### src/rtl/lq_pkg.sv
package lq_pkg;
  typedef enum logic [1:0] {
    ISS_NONE    = 2'd0,
    ISS_SEND    = 2'd1,
    ISS_RESCHED = 2'd2
  } iss_kind_e;
endpackage

### src/rtl/lq_slots.sv
module lq_slots #(
  parameter int SLOTS = 8,
  parameter int SEQ_W = 16,
  parameter int SQI_W = 4,
  localparam int IDX_W = $clog2(SLOTS)
) (
  input  logic                        clk,
  input  logic                        rst_n,
  input  logic                        wr_en,
  input  logic [IDX_W-1:0]            wr_idx,
  input  logic [SEQ_W-1:0]            wr_seq,
  input  logic [SQI_W-1:0]            wr_sqi,
  input  logic [SLOTS-1:0]            clr_mask,
  output logic [SLOTS-1:0]            vld,
  output logic [SLOTS-1:0][SEQ_W-1:0] seq_arr,
  output logic [SLOTS-1:0][SQI_W-1:0] sqi_arr
);
  for (genvar i = 0; i < SLOTS; i++) begin : g_slot
    logic hit;
    assign hit = wr_en && (wr_idx == IDX_W'(i));

    always_ff @(posedge clk or negedge rst_n) begin
      if (!rst_n) begin
        vld[i] <= 1'b0;
      end else if (hit) begin
        vld[i] <= 1'b1;
      end else if (clr_mask[i]) begin
        vld[i] <= 1'b0;
      end
    end

    always_ff @(posedge clk) begin
      if (hit) begin
        seq_arr[i] <= wr_seq;
        sqi_arr[i] <= wr_sqi;
      end
    end
  end
endmodule

### src/rtl/lq_commit_scan.sv
module lq_commit_scan #(
  parameter int SLOTS = 8,
  parameter int SEQ_W = 16,
  localparam int IDX_W = $clog2(SLOTS),
  localparam int CNT_W = $clog2(SLOTS + 1)
) (
  input  logic                        commit_en,
  input  logic [SEQ_W-1:0]            commit_seq,
  input  logic [IDX_W-1:0]            head,
  input  logic [CNT_W-1:0]            count,
  input  logic [SLOTS-1:0][SEQ_W-1:0] seq_arr,
  output logic [SLOTS-1:0]            free_mask,
  output logic [CNT_W-1:0]            n_free
);
  int               pos;
  logic [IDX_W-1:0] slot;
  logic             run;

  // Walk from the head in age order; stop at the first load not older.
  always_comb begin
    free_mask = '0;
    n_free    = '0;
    run       = commit_en;
    pos       = 0;
    slot      = '0;
    for (int k = 0; k < SLOTS; k++) begin
      pos = int'(head) + k;
      if (pos >= SLOTS) pos = pos - SLOTS;
      slot = IDX_W'(pos);
      run  = run && (k < int'(count)) && (seq_arr[slot] < commit_seq);
      if (run) begin
        free_mask[slot] = 1'b1;
        n_free = n_free + CNT_W'(1);
      end
    end
  end
endmodule

### src/rtl/lq_issue_gate.sv
module lq_issue_gate #(
  parameter int SLOTS = 8,
  localparam int IDX_W = $clog2(SLOTS)
) (
  input  logic                issue_valid,
  input  logic [IDX_W-1:0]    issue_idx,
  input  logic                issue_uncached,
  input  logic                issue_at_commit,
  input  logic                busy,
  input  logic [SLOTS-1:0]    vld,
  input  logic [IDX_W-1:0]    head,
  output lq_pkg::iss_kind_e   kind
);
  logic live;
  logic unc_blocked;

  assign live        = issue_valid && !busy && vld[issue_idx];
  assign unc_blocked = issue_uncached && ((issue_idx != head) || !issue_at_commit);

  always_comb begin
    if (!live)            kind = lq_pkg::ISS_NONE;
    else if (unc_blocked) kind = lq_pkg::ISS_RESCHED;
    else                  kind = lq_pkg::ISS_SEND;
  end
endmodule

### src/rtl/lq_block_track.sv
module lq_block_track #(
  parameter int SEQ_W = 16
) (
  input  logic             clk,
  input  logic             rst_n,
  input  logic             refuse,
  input  logic             accept,
  input  logic [SEQ_W-1:0] req_seq,
  input  logic             blk_ack,
  input  logic             blk_clear,
  output logic             retry_pend,
  output logic             blk_valid,
  output logic [SEQ_W-1:0] blk_seq,
  output logic             blk_handled
);
  logic keep_old;
  assign keep_old = blk_valid && (blk_seq < req_seq);

  always_ff @(posedge clk or negedge rst_n) begin
    if (!rst_n) begin
      retry_pend <= 1'b0;
    end else if (refuse) begin
      retry_pend <= 1'b1;
    end else if (accept) begin
      retry_pend <= 1'b0;
    end
  end

  always_ff @(posedge clk or negedge rst_n) begin
    if (!rst_n) begin
      blk_valid   <= 1'b0;
      blk_seq     <= '0;
      blk_handled <= 1'b0;
    end else if (refuse && !keep_old) begin
      blk_valid   <= 1'b1;
      blk_seq     <= req_seq;
      blk_handled <= 1'b0;
    end else begin
      if (blk_clear) blk_valid   <= 1'b0;
      if (blk_ack)   blk_handled <= 1'b1;
    end
  end
endmodule

### src/rtl/load_queue.sv
module load_queue #(
  parameter int SLOTS  = 8,
  parameter int SEQ_W  = 16,
  parameter int SQI_W  = 4,
  parameter int ADDR_W = 32,
  parameter int SIZE_W = 4,
  localparam int IDX_W = $clog2(SLOTS),
  localparam int CNT_W = $clog2(SLOTS + 1)
) (
  input  logic              clk,
  input  logic              rst_n,
  input  logic              alloc_valid,
  output logic              alloc_ready,
  input  logic [SEQ_W-1:0]  alloc_seq,
  input  logic [SQI_W-1:0]  alloc_sq_idx,
  output logic [IDX_W-1:0]  alloc_idx,
  input  logic              commit_valid,
  input  logic [SEQ_W-1:0]  commit_seq,
  input  logic              squash_valid,
  input  logic [SEQ_W-1:0]  squash_seq,
  output logic              squash_busy,
  input  logic              issue_valid,
  input  logic [IDX_W-1:0]  issue_idx,
  input  logic [ADDR_W-1:0] issue_addr,
  input  logic [SIZE_W-1:0] issue_size,
  input  logic              issue_uncached,
  input  logic              issue_at_commit,
  output logic              mem_req_valid,
  input  logic              mem_req_ready,
  output logic [ADDR_W-1:0] mem_req_addr,
  output logic [SIZE_W-1:0] mem_req_size,
  output logic [SEQ_W-1:0]  mem_req_seq,
  output logic [SQI_W-1:0]  mem_req_sq_idx,
  output logic              resched_o,
  output logic              fault_o,
  output logic              retry_pend,
  output logic              blk_valid,
  output logic [SEQ_W-1:0]  blk_seq,
  output logic              blk_handled,
  input  logic              blk_ack,
  input  logic              blk_clear,
  output logic [CNT_W-1:0]  lq_count,
  output logic              lq_full
);
  function automatic logic [IDX_W-1:0] step_up(input logic [IDX_W-1:0] p);
    return (p == IDX_W'(SLOTS - 1)) ? '0 : p + IDX_W'(1);
  endfunction

  function automatic logic [IDX_W-1:0] step_down(input logic [IDX_W-1:0] p);
    return (p == '0) ? IDX_W'(SLOTS - 1) : p - IDX_W'(1);
  endfunction

  logic [IDX_W-1:0]            head_q, tail_q, last_idx;
  logic [CNT_W-1:0]            cnt_q, n_free;
  logic                        busy_q;
  logic [SEQ_W-1:0]            sq_seq_q;
  logic [SLOTS-1:0]            vld, free_mask, pop_mask, clr_mask;
  logic [SLOTS-1:0][SEQ_W-1:0] seq_arr;
  logic [SLOTS-1:0][SQI_W-1:0] sqi_arr;
  logic                        alloc_fire, commit_en, pop;
  logic                        refuse, accept;
  lq_pkg::iss_kind_e           kind;
  int                          head_sum;

  // Occupancy and handshake
  assign lq_full     = cnt_q >= CNT_W'(SLOTS - 1);
  assign alloc_ready = !lq_full && !busy_q;
  assign alloc_fire  = alloc_valid && alloc_ready;
  assign alloc_idx   = tail_q;
  assign lq_count    = cnt_q;
  assign squash_busy = busy_q;

  // Squash walk: youngest slot sits just below the tail
  assign last_idx  = step_down(tail_q);
  assign pop       = busy_q && (cnt_q != '0) && (seq_arr[last_idx] > sq_seq_q);
  assign pop_mask  = pop ? (SLOTS'(1) << last_idx) : '0;
  assign commit_en = commit_valid && !busy_q;
  assign clr_mask  = free_mask | pop_mask;

  lq_slots #(.SLOTS(SLOTS), .SEQ_W(SEQ_W), .SQI_W(SQI_W)) u_slots (
    .clk      (clk),
    .rst_n    (rst_n),
    .wr_en    (alloc_fire),
    .wr_idx   (tail_q),
    .wr_seq   (alloc_seq),
    .wr_sqi   (alloc_sq_idx),
    .clr_mask (clr_mask),
    .vld      (vld),
    .seq_arr  (seq_arr),
    .sqi_arr  (sqi_arr)
  );

  lq_commit_scan #(.SLOTS(SLOTS), .SEQ_W(SEQ_W)) u_scan (
    .commit_en  (commit_en),
    .commit_seq (commit_seq),
    .head       (head_q),
    .count      (cnt_q),
    .seq_arr    (seq_arr),
    .free_mask  (free_mask),
    .n_free     (n_free)
  );

  lq_issue_gate #(.SLOTS(SLOTS)) u_gate (
    .issue_valid     (issue_valid),
    .issue_idx       (issue_idx),
    .issue_uncached  (issue_uncached),
    .issue_at_commit (issue_at_commit),
    .busy            (busy_q),
    .vld             (vld),
    .head            (head_q),
    .kind            (kind)
  );

  assign mem_req_valid  = (kind == lq_pkg::ISS_SEND);
  assign resched_o      = (kind == lq_pkg::ISS_RESCHED);
  assign fault_o        = (kind == lq_pkg::ISS_RESCHED);
  assign mem_req_addr   = issue_addr;
  assign mem_req_size   = issue_size;
  assign mem_req_seq    = seq_arr[issue_idx];
  assign mem_req_sq_idx = sqi_arr[issue_idx];
  assign refuse         = mem_req_valid && !mem_req_ready;
  assign accept         = mem_req_valid && mem_req_ready;

  lq_block_track #(.SEQ_W(SEQ_W)) u_block (
    .clk         (clk),
    .rst_n       (rst_n),
    .refuse      (refuse),
    .accept      (accept),
    .req_seq     (mem_req_seq),
    .blk_ack     (blk_ack),
    .blk_clear   (blk_clear),
    .retry_pend  (retry_pend),
    .blk_valid   (blk_valid),
    .blk_seq     (blk_seq),
    .blk_handled (blk_handled)
  );

  always_comb begin
    head_sum = int'(head_q) + int'(n_free);
    if (head_sum >= SLOTS) head_sum = head_sum - SLOTS;
  end

  always_ff @(posedge clk or negedge rst_n) begin
    if (!rst_n) begin
      head_q   <= '0;
      tail_q   <= '0;
      cnt_q    <= '0;
      busy_q   <= 1'b0;
      sq_seq_q <= '0;
    end else begin
      head_q <= IDX_W'(head_sum);
      if (alloc_fire)  tail_q <= step_up(tail_q);
      else if (pop)    tail_q <= last_idx;
      cnt_q <= cnt_q + CNT_W'(alloc_fire) - n_free - CNT_W'(pop);
      if (!busy_q && squash_valid) begin
        busy_q   <= 1'b1;
        sq_seq_q <= squash_seq;
      end else if (busy_q && !pop) begin
        busy_q <= 1'b0;
      end
    end
  end
endmodule

### config.mk
export PLATFORM = sky130hd
export DESIGN_NAME = load_queue
export DESIGN_NICKNAME = d
export VERILOG_FILES = /design/src/rtl/lq_pkg.sv /design/src/rtl/lq_slots.sv /design/src/rtl/lq_commit_scan.sv /design/src/rtl/lq_issue_gate.sv /design/src/rtl/lq_block_track.sv /design/src/rtl/load_queue.sv
export SDC_FILE = /design/constraint.sdc
export NUM_CORES = 1
export LEC_CHECK = 0
export BUFFER_PORTS_ARGS = -buffer_cell sky130_fd_sc_hd__buf_2
export CAP_MARGIN = 20
export CORE_MARGIN = 5
export CORE_UTILIZATION = 50
export CTS_CLUSTER_DIAMETER = 60
export DETAILED_ROUTE_END_ITERATION = 7
export PLACE_DENSITY = 0.76
export SLEW_MARGIN = 10
export SYNTH_ARGS = -nofsm -noshare
export SYNTH_HDL_FRONTEND = slang
export SYNTH_SLANG_ARGS = --single-unit
### constraint.sdc
create_clock -name clk -period 14.5 [get_ports clk]
set_input_delay 0.725 -clock clk [delete_from_list [all_inputs] [get_ports clk]]
set_output_delay 0.725 -clock clk [all_outputs]
set_load 0.05 [all_outputs]
==> Flow_metrics.wiki, run 1 <==
{| class="wikitable"
! Metric !! Value
|-
| Achievable frequency || 98.7 MHz
|-
| RSZ-0062 raised after global routing || no
|-
| Cell leakage power || 8.58 nW
|-
| GR Overflow Total || 0
|-
| Post-Syn Nets || 1,933
|-
| TritonCTS clock tree || yes
|-
| Number of antenna violations at the first check in global routing || 3
|-
| Via count of the first global-routing pass || 14,400
|-
| Floorplan die height || 205 um
|-
| Period utilization || 69.9%
|-
| Post-route antenna net violation count || 0
|-
| TritonCTS buffer count || 28
|-
| Endpoints failing hold || 0
|-
| Total clock sinks || 214
|-
| Pin count of the biggest net entering global routing || 73
|-
| Post-synthesis sequential element count || 214
|-
| CTS Root Cell || clkbuf_16
|-
| Buf+Inv Stages, Crit Path || 4
|-
| Number of distinct library cell variants in the gate-level netlist after synthesis || 74
|-
| Pwr per Cell Area || 269 nW/um^2
|-
| Fillers || 3,169
|-
| Initial Util || 50.5%
|-
| Area used by multi-input combinational logic || 11,900 um^2
|-
| Overall die area || 41,800 um^2
|-
| Final Skew || 0.0363 ns
|-
| Commonest non-fill, non-tap cell in the layout || nand2_1
|-
| Buffer count from post-CTS setup fixing || 0
|-
| Final cell utilization of the core || 55.3%
|-
| Busiest layer in global routing || met2
|-
| Number of flops mapped to enable cells by yosys || 160
|-
| Final number of max-transition violations || 0
|-
| Drt total wl || 57,400 um
|-
| Signal arrival time at the worst endpoint || 10.62 ns
|-
| GR met2 Demand/Resource || 41.4%
|-
| Result of the run || completed
|-
| Post-Route Setup TNS || 0 ns
|-
| Post-synthesis instance area || 18,900 um^2
|-
| Worst Path Max Fanout || 53
|-
| Number of DRC markers after the initial detailed-route iteration || 1,813
|-
| Final routed wire length divided by cell count || 25.7 um
|-
| Avg Inst Size Synth || 11.5 um^2
|-
| Crit Path Category || flip-flop to flip-flop
|-
| Standard cell core area || 37,500 um^2
|-
| Routability Congestion || 0.971
|-
| Leading register cell type out of synthesis || edfxtp_1
|-
| Clk Latency, worst-skew pair || 0.60 ns
|-
| Most used cell, CP || ha_1
|-
| Clock transition at the registers of the reported paths || 0.06 ns
|-
| Largest cells by area after synthesis || edfxtp_1 (25%), mux4_2 (24%), ha_1 (12%)
|-
| Worst slew margin relative to its limit || 25.6%
|-
| Endpoint kind of the worst setup timing path || flip-flop
|-
| Async set-or-reset flop fraction in the synthesized netlist || 25.2%
|-
| Port Buffer Count || 117
|-
| Top Family by Delay on Critical Path || adder cells
|-
| Peak per-stage delay on the critical path || 0.88 ns
|-
| Final min period || 10.13 ns
|-
| Share of the yosys chip area belonging to registers || 32.5%
|-
| Final non-filler cell total || 2,234
|-
| DP Cell Count || 2,180
|-
| Commonest cells after routing, fill and taps aside || nand2_1 (368), mux4_2 (205), ha_1 (173), edfxtp_1 (160), buf_2 (117)
|-
| Least-Margin Pin Slew || 1.12 ns
|-
| Buffer depth of the longest clock path || 3
|-
| Final count of negative-setup-slack endpoints || 0
|-
| Vias per std cell || 6.51
|-
| Signed area change from the synthesized netlist to the final layout || 9.62%
|-
| Hold bufs inserted after CTS || 0
|-
| Post-Layout Inst Area || 20,700 um^2
|-
| Cells after synthesis || 1,653
|-
| Final nets || 1,979
|-
| GR met1 Demand/Resource || 36.6%
|-
| DR pass1 iterations || 5
|-
| Combined flip-flop and latch cell area || 6160 um^2
|-
| Count of cells resized by post-cts repair || 0
|-
| Cell area reported after detailed placement || 19,800 um^2
|-
| X dimension of the die || 205 um
|-
| Worst IR Drop VDD || 0.187 mV
|-
| Overall global routing resource usage || 27.3%
|-
| DR DRC count || 0
|-
| Largest area contributor in the netlist || edfxtp_1
|-
| Library cell contributing the largest single delay on the critical path || ha_4
|-
| Fraction of post-synthesis cell area in the top cell type by area || 25.4%
|-
| Critical Path RT || 14.99 ns
|-
| Boundary Pins || 190
|-
| Met3 layer usage reported by global route || 8.63%
|-
| Maximum capacitance violations || 0
|-
| H-Tree Level Count || 1
|-
| HPWL after detailed placement || 40,300 um
|-
| Number of vias after detailed routing || 14,600
|-
| Total number of placement rows || 71
|-
| Layout cell share with drive strength beyond 1 || 29.2%
|-
| Worst hold path type || input port to async pin
|-
| Number of warning messages in the yosys log || 0
|-
| Startpoint type of the worst setup path || flip-flop
|-
| Global-route wire length before repair || 87,100 um
|}
metrics by stage:
step / hold slack [ns] / power (W) / worst slack, ns
floorplan: 0.429 / 0.00376 / 3.89
global placement: 0.457 / 0.00469 / 4.65
detailed placement: 0.467 / 0.00480 / 4.42
CTS: 0.263 / 0.00554 / 4.34
global route: 0.278 / 0.00601 / 3.59
finish: 0.257 / 0.00559 / 4.37
kinds of logic (layout without fill, tap and decap cells):
kind of cell    count (synthesis)  after routing  share of synthesized area, %
simple gates                  526            526                          12.2
mux                           293            293                          29.6
compound gates                220            220                          7.69
flops                         214            214                          32.5
buf+inv                       198            266                          4.79
fa+ha+maj                     178            178                          11.9
xor+xnor                       24             24                          1.26
other cells                     0              2                             0
worst paths after layout:
check                                 endpoint  slack [ns]                start  depth (start not counted)
setup / recovery                   lq_count[3]        4.37            head_q[0]                         36
hold / removal             u_block.blk_seq[14]        0.26                rst_n                          2
setup reg to reg                   lq_count[3]        4.37            head_q[0]                         36
hold reg to reg            u_block.blk_handled        0.48  u_block.blk_handled                          1
max in group asynchronous            head_q[0]       13.52                rst_n                          2
min in group clk             u_block.blk_valid        0.29            blk_clear                          2
sequential cells by signal (all words and copies together), names as in the netlist:
register and cells:
u_slots.seq_arr 128, u_slots.sqi_arr 32, sq_seq_q 16, u_block.blk_seq 16, u_slots.vld 8, lq_count 4
alloc_idx 3, head_q 3, squash_busy 1, u_block.blk_handled 1, u_block.blk_valid 1, u_block.retry_pend 1
final cells by class:
cell class / count / share of cell area (%)
Tap cell: 511 / 3.08
Sequential cell: 214 / 29.7
Antenna cell: 2 / 0.0241
Clock inverter: 23 / 1.30
Timing Repair Buffer: 144 / 3.80
Inverter: 70 / 1.27
Multi-Input combinational cell: 1241 / 57.4
Clock buffer: 29 / 3.40
where the power goes:
group	total, W	leakage (nW)	switching (W)	internal, W
Clock	0.000718	0.477	0.000301	0.000418
Sequential	0.000870	2.12	0.000101	0.000769
Combinational	0.00400	5.99	0.00238	0.00162
Total	0.00559	8.58	0.00279	0.00280
synth_stat cells (8+ instances only):
master	instances
nand2_1	368
mux4_2	205
ha_1	174
edfxtp_1	160
mux2_2	77
inv_1	69
clkbuf_1	61
dfrtp_1	54
o21ai_0	51
a21oi_1	48
buf_4	38
nor2_1	37
a21o_1	24
buf_1	22
nand4_1	22
nand3_1	20
and3_1	15
xnor2_1	15
a211oi_1	12
a31oi_1	12
nand2b_1	11
nor3_1	11
nor2b_1	10
o21a_1	10
o211ai_1	9
mux2i_1	8
worst register-to-register path: cells and delay by family (launching register included):
family	cells	cell delay, ns
adders and majority gates	9	3.20
AOI/OAI and AO/OA	9	2.15
xor gates and xnor gates	7	1.25
muxes	3	1.04
buffers and inverters	4	0.96
and+or+nand+nor	4	0.82
DFF	1	0.65
metal layers:
layer / vias to the layer above / part of all wire [%]
met5: - / 0.066
met4: 4 / 5.2
met3: 176 / 11
met2: 811 / 45
met1: 7167 / 38
li1: 6392 / -
No activity file was read; power rests on OpenSTA's default activity.
==> run 2: changes to the inputs <==
--- a/config.mk
+++ b/config.mk
@@ -11,7 +11,7 @@
 export CORE_UTILIZATION = 50
 export CTS_CLUSTER_DIAMETER = 60
 export DETAILED_ROUTE_END_ITERATION = 7
-export PLACE_DENSITY = 0.76
+export PLACE_DENSITY = 0.79
 export SLEW_MARGIN = 10
 export SYNTH_ARGS = -nofsm -noshare
 export SYNTH_HDL_FRONTEND = slang
==> constraint.sdc (replaced) <==
create_clock -name clk -period 8.83 [get_ports clk]
set_input_delay 0.4415 -clock clk [delete_from_list [all_inputs] [get_ports clk]]
set_output_delay 0.4415 -clock clk [all_outputs]
set_load 0.05 [all_outputs]
==> Flow_metrics.wiki, run 2 (same netlist as run 1, synthesis figures left out) <==
{| class="wikitable"
! Metric !! Value
|-
| DR DRC count || 0 (unchanged)
|-
| Achievable frequency || 117 MHz (+18%)
|-
| Overall global routing resource usage || 27.3% (+0.050 points)
|-
| Number of antenna violations at the first check in global routing || 3 (unchanged)
|-
| Worst Path Max Fanout || 5 (-91%)
|-
| Total number of placement rows || 71 (unchanged)
|-
| Worst hold-check slack || -0.00340 ns (-0.260 ns)
|-
| Leading registers by flop count || u_slots.seq_arr (128), u_slots.sqi_arr (32)
|-
| Final min period || 8.57 ns (-1.57 ns)
|-
| CTS Root Cell || clkbuf_16
|-
| Hold bufs inserted after CTS || 0 (unchanged)
|-
| Port Buffer Count || 117 (unchanged)
|-
| Commonest non-fill, non-tap cell in the layout || nand2_1
|-
| Endpoint kind of the worst setup timing path || flip-flop
|-
| Pwr per Cell Area || 451 nW/um^2 (+67%)
|-
| Pin count of the biggest net entering global routing || 113 (+55%)
|-
| Maximum capacitance violations || 0 (unchanged)
|-
| Cell area reported after detailed placement || 19,900 um^2 (+0.91%)
|-
| Worst slew margin relative to its limit || 26.4% (+0.84 points)
|-
| Signal arrival time at the worst endpoint || 9.04 ns (-1.58 ns)
|-
| Crit Path Category || flip-flop to flip-flop
|-
| Post-route antenna net violation count || 0 (unchanged)
|-
| X dimension of the die || 205 um (unchanged)
|-
| Startpoint type of the worst setup path || flip-flop
|-
| Endpoints failing hold || 4 (+4)
|-
| Standard cell core area || 37,500 um^2 (unchanged)
|-
| Layout cell share with drive strength beyond 1 || 30.4% (+1.1 points)
|-
| Commonest cells after routing, fill and taps aside || nand2_1 (368), mux4_2 (205), ha_1 (173), edfxtp_1 (160), buf_2 (117)
|-
| Critical Path RT || 9.30 ns (-5.69 ns)
|-
| Final routed wire length divided by cell count || 26.4 um (+2.7%)
|-
| Most used cell, CP || ha_1
|-
| Final count of negative-setup-slack endpoints || 0 (unchanged)
|-
| Clk Latency, worst-skew pair || 0.57 ns (-0.03 ns)
|-
| Vias per std cell || 6.66 (+2.3%)
|-
| Combined flip-flop and latch cell area || 6160 um^2 (about the same)
|-
| Violations in the final reports || negative hold slack
|-
| Total power || 0.00947 W (+69%)
|-
| Signed area change from the synthesized netlist to the final layout || 11.0%
|-
| Final nets || 1,997 (+0.91%)
|-
| Boundary Pins || 190 (unchanged)
|-
| Buffer depth of the longest clock path || 3 (unchanged)
|-
| Cell leakage power || 8.68 nW (+1.2%)
|-
| Least-Margin Pin Slew || 1.10 ns (-0.0153 ns)
|-
| Final number of max-transition violations || 0 (unchanged)
|-
| TritonCTS clock tree || yes
|-
| Fillers || 3,115 (-1.7%)
|-
| Period utilization || 97.0% (+27 points)
|-
| Total clock sinks || 214 (unchanged)
|-
| Top Family by Delay on Critical Path || adder cells
|-
| Via count of the first global-routing pass || 14,300 (-0.65%)
|-
| Worst hold path type || input port to async pin
|-
| Number of vias after detailed routing || 15,000 (+2.8%)
|-
| Overall die area || 41,800 um^2 (unchanged)
|-
| H-Tree Level Count || 1 (unchanged)
|-
| Number of DRC markers after the initial detailed-route iteration || 1,927 (+6.3%)
|-
| Post-Layout Inst Area || 21,000 um^2 (+1.3%)
|-
| DR pass1 iterations || 8 (+3)
|-
| Drt total wl || 59,300 um (+3.2%)
|-
| Area used by multi-input combinational logic || 12,000 um^2 (+0.59%)
|-
| Buf+Inv Stages, Crit Path || 4 (unchanged)
|-
| Most flops, register || u_slots.seq_arr
|-
| GR Overflow Total || 0 (unchanged)
|-
| Clock transition at the registers of the reported paths || 0.06 ns (about the same)
|-
| TritonCTS buffer count || 24 (-14%)
|-
| HPWL after detailed placement || 41,900 um (+3.8%)
|-
| Peak per-stage delay on the critical path || 0.51 ns (-0.37 ns)
|-
| Result of the run || finished, violations left
|-
| Number of flip-flops under the largest register name || 128 (unchanged)
|-
| Global-route wire length before repair || 86,800 um (-0.45%)
|-
| Floorplan die height || 205 um (unchanged)
|-
| Final Skew || 0.0243 ns (-0.0120 ns)
|-
| Routability Congestion || 0.953 (-1.9%)
|-
| Worst IR Drop VDD || 0.289 mV (+55%)
|-
| Initial Util || 50.5% (unchanged)
|-
| Library cell contributing the largest single delay on the critical path || mux4_2
|}
[run 2: metal layers]
layer / track usage (%) / vias to the layer above / part of all wire, %
met2: 43.9 / 904 / 47
met3: 7.71 / 166 / 11
li1: - / 6425 / -
met4: 8.30 / 4 / 3.7
met5: 0 / - / 0.037
met1: 36.5 / 7454 / 38
[run 2: final timing paths]
path	from	end	slack, ns	cells after the start
max reg2reg	head_q[0]	lq_count[3]	0.26	36
min reg2reg	u_block.blk_handled	u_block.blk_handled	0.48	1
min	rst_n	u_block.blk_seq[9]	-0.003	2
max	head_q[0]	lq_count[3]	0.26	36
min in group clk	blk_clear	u_block.blk_valid	0.09	2
max in group asynchronous	rst_n	head_q[0]	8.12	2
[run 2: layout make-up]
cell class	count	area share [%]
multi-input combinational	1241	57.0
clock inverter	10	0.792
clock buffer	32	3.19
timing repair buffer	166	5.36
antenna	1	0.0119
tap	511	3.04
sequential	214	29.3
inverter	70	1.25
[run 2: power by group]
| group | internal, W | total, W | leakage (nW) | switching (W) |
|---|---|---|---|---|
| sequential | 0.00126 | 0.00144 | 2.11 | 0.000180 |
| combinational | 0.00293 | 0.00697 | 6.17 | 0.00405 |
| clock | 0.000626 | 0.00105 | 0.395 | 0.000428 |
[run 2: timing repair]
action / in CTS / in global routing
resized for setup: 0 / 16
buffers inserted: 0 / 10
endpoints found under the setup margin: 0 / 1
[run 2: metrics by stage]
step | utilization [%] | std cells | hold WS [ns] | TNS [ns] | setup WS (ns)
3_3_place_gp | 53.2 | 2190 | 0.456 | 0 | 0.193
5_1_grt | 56.1 | 2245 | 0.0672 | -0.175 | -0.175
2_1_floorplan | - | 1653 | 0.146 | 0 | 0.00710
4_1_cts | 55.4 | 2232 | 0.0381 | 0 | 0.0923
6_report | 56.1 | 2245 | -0.00340 | 0 | 0.262
3_5_place_dp | 53.2 | 2190 | 0.462 | 0 | 0.111
==> run 3: changes to the inputs <==
--- a/config.mk
+++ b/config.mk
@@ -11,7 +11,7 @@
 export CORE_UTILIZATION = 50
 export CTS_CLUSTER_DIAMETER = 60
 export DETAILED_ROUTE_END_ITERATION = 7
-export PLACE_DENSITY = 0.79
+export PLACE_DENSITY = 0.69
 export SLEW_MARGIN = 10
 export SYNTH_ARGS = -nofsm -noshare
 export SYNTH_HDL_FRONTEND = slang
==> Flow_metrics.wiki, run 3 (same netlist as run 1, synthesis figures left out) <==
{| class="wikitable"
! Metric !! Value
|-
| Post-route antenna net violation count || 0 (unchanged)
|-
| Buffer depth of the longest clock path || 3 (unchanged)
|-
| Cell leakage power || 8.66 nW (-0.23%)
|-
| Most flops, register || u_slots.seq_arr
|-
| Number of flip-flops under the largest register name || 128 (unchanged)
|-
| Final cell utilization of the core || 55.8% (-0.31 points)
|-
| Total clock sinks || 214 (unchanged)
|-
| Clock network power share || 11.4% (+0.3 points)
|-
| Post-Route Setup TNS || 0 ns (unchanged)
|-
| Worst IR Drop VDD || 0.240 mV (-17%)
|-
| Endpoint kind of the worst setup timing path || flip-flop
|-
| Crit Path Category || flip-flop to flip-flop
|-
| Worst hold path type || input port to async pin
|-
| Internal portion of total power || 0.00468 W (-2.9%)
|-
| CTS Root Cell || clkbuf_16
|-
| Final number of max-transition violations || 0 (unchanged)
|-
| TritonCTS buffer count || 26 (+8.3%)
|-
| Boundary Pins || 190 (unchanged)
|-
| Via count of the first global-routing pass || 14,400 (+0.71%)
|-
| TritonCTS clock tree || yes
|-
| Result of the run || completed
|-
| Floorplan die height || 205 um (unchanged)
|-
| Final routed wire length divided by cell count || 25.7 um (-2.5%)
|-
| HPWL after detailed placement || 42,000 um (+0.26%)
|-
| Maximum capacitance violations || 0 (unchanged)
|-
| Final min period || 8.54 ns (-0.0326 ns)
|-
| Final Skew || 0.0149 ns (-0.00944 ns)
|-
| X dimension of the die || 205 um (unchanged)
|-
| DP Cell Count || 2,197 (+0.32%)
|-
| Layout cell share with drive strength beyond 1 || 29.7% (-0.61 points)
|-
| Pin count of the biggest net entering global routing || 73 (-35%)
|-
| Critical Path RT || 9.27 ns (-0.03 ns)
|-
| Hold bufs inserted after CTS || 0 (unchanged)
|-
| Global-route wire length before repair || 87,000 um (+0.25%)
|-
| Combined flip-flop and latch cell area || 6160 um^2 (about the same)
|-
| Library cell contributing the largest single delay on the critical path || xnor2_2
|-
| Clock transition at the registers of the reported paths || 0.06 ns (about the same)
|-
| Worst slack after detailed placement || 0.124 ns (+0.0127 ns)
|-
| Commonest non-fill, non-tap cell in the layout || nand2_1
|-
| Total power || 0.00921 W (-2.7%)
|-
| Vias per std cell || 6.53 (-1.9%)
|-
| Overall die area || 41,800 um^2 (unchanged)
|-
| H-Tree Level Count || 1 (unchanged)
|-
| Pwr per Cell Area || 441 nW/um^2 (-2.1%)
|-
| Port Buffer Count || 117 (unchanged)
|-
| Most used cell, CP || ha_1
|-
| Area used by multi-input combinational logic || 11,900 um^2 (-0.39%)
|-
| Least-Margin Pin Slew || 1.12 ns (+0.0226 ns)
|-
| Worst Path Max Fanout || 23 (+18)
|-
| Signal arrival time at the worst endpoint || 8.98 ns (-0.06 ns)
|-
| Overall global routing resource usage || 27.2% (-0.076 points)
|-
| Number of antenna violations at the first check in global routing || 1 (-2)
|-
| Achievable frequency || 117 MHz (+0.38%)
|-
| DR pass1 iterations || 5 (-3)
|-
| Drt total wl || 57,900 um (-2.3%)
|-
| Commonest cells after routing, fill and taps aside || nand2_1 (368), mux4_2 (205), ha_1 (173), edfxtp_1 (160), buf_2 (117)
|-
| Endpoints failing hold || 0 (-4)
|-
| Leading registers by flop count || u_slots.seq_arr (128), u_slots.sqi_arr (32)
|-
| Number of vias after detailed routing || 14,700 (-1.7%)
|-
| Total number of placement rows || 71 (unchanged)
|-
| Final non-filler cell total || 2,250 (+0.22%)
|-
| Routability Congestion || 0.981 (+2.9%)
|-
| Startpoint type of the worst setup path || flip-flop
|-
| Power dissipated by switching net loads || 0.00454 W (-2.5%)
|-
| Signed area change from the synthesized netlist to the final layout || 10.4%
|-
| GR Overflow Total || 0 (unchanged)
|-
| Initial Util || 50.5% (unchanged)
|-
| Clk Latency, worst-skew pair || 0.57 ns (about the same)
|-
| Fillers || 3,177 (+2.0%)
|-
| Number of DRC markers after the initial detailed-route iteration || 1,824 (-5.3%)
|-
| Peak per-stage delay on the critical path || 0.69 ns (+0.18 ns)
|-
| Fraction of power spent switching nets || 49.3% (+0.11 points)
|-
| Register share of total power || 15.6% (+0.4 points)
|-
| Period utilization || 96.7% (-0.37 points)
|-
| Worst-case setup margin in the final layout || 0.294 ns (+0.0326 ns)
|-
| Part of the total power dissipated in combinational logic || 73.0% (-0.6 points)
|-
| Standard cell core area || 37,500 um^2 (unchanged)
|-
| Worst slew margin relative to its limit || 24.9% (-1.5 points)
|-
| DR DRC count || 0 (unchanged)
|-
| Final nets || 1,998 (+0.050%)
|-
| Final count of negative-setup-slack endpoints || 0 (unchanged)
|}
-- run 3: final timing paths --
path | from | endpoint | slack [ns] | cells after the start
worst max-delay path | head_q[0] | lq_count[3] | 0.29 | 35
worst min-delay path | rst_n | alloc_idx[1] | 0.04 | 2
worst max register to register | head_q[0] | lq_count[3] | 0.29 | 35
worst min register to register | u_block.blk_handled | u_block.blk_handled | 0.48 | 1
max in group asynchronous | rst_n | head_q[0] | 8.15 | 2
min in group clk | blk_clear | u_block.blk_valid | 0.05 | 2
-- run 3: through the flow --
| step | hold WS, ns | area, um^2 |
|---|---|---|
| final | 0.0412 | 20900 |
| after global routing | 0.0261 | 20900 |
| after CTS | 0.0120 | 20800 |
| after detailed placement | 0.469 | 20000 |
| after global placement | 0.458 | 20000 |
| after floorplan | 0.146 | 19000 |
-- run 3: what timing repair did --
| action | CTS | global route |
|---|---|---|
| endpoints found under the setup margin | 0 | 1 |
| buffers inserted | 0 | 4 |
| gates resized for setup | 0 | 2 |
-- run 3: worst max-delay path: cells and delay by family (launching register included) --
family	cells	cell delay (ns)
buffers and inverters	3	0.38
adder cells (fa/ha/maj)	9	2.64
AO/OA/AOI/OAI	10	2.26
flip-flops	1	0.51
multiplexers	2	0.43
XOR/XNOR	8	1.65
AND/OR/NAND/NOR	3	0.56
-- run 3: final cells by class --
type | count | area share (%)
multi-input cells | 1241 | 57.1
flip-flops and latches | 214 | 29.5
repair buffers | 165 | 4.98
clock buffers | 28 | 3.15
well taps | 511 | 3.06
inverters | 70 | 1.26
clock inverters | 20 | 0.940
diodes | 1 | 0.0120
-- run 3: power groups by stage --
stage | logic (W) | registers [W] | clock network, W
after floorplan | 0.00467 | 0.00158 | 0
after global placement | 0.00642 | 0.00145 | 0
after detailed placement | 0.00656 | 0.00145 | 0
after CTS | 0.00659 | 0.00144 | 0.00108
after global routing | 0.00734 | 0.00146 | 0.00112
final | 0.00673 | 0.00144 | 0.00105
-- run 3: layer usage --
| metal | global-route usage (%) | share of wire, % | vias to the layer above |
|---|---|---|---|
| met5 | 0.476 | 0 | - |
| met4 | 9.55 | 3.9 | 0 |
| li1 | - | - | 6431 |
| met3 | 6.49 | 10 | 132 |
| met1 | 37.2 | 39 | 7330 |
| met2 | 43.0 | 47 | 808 |
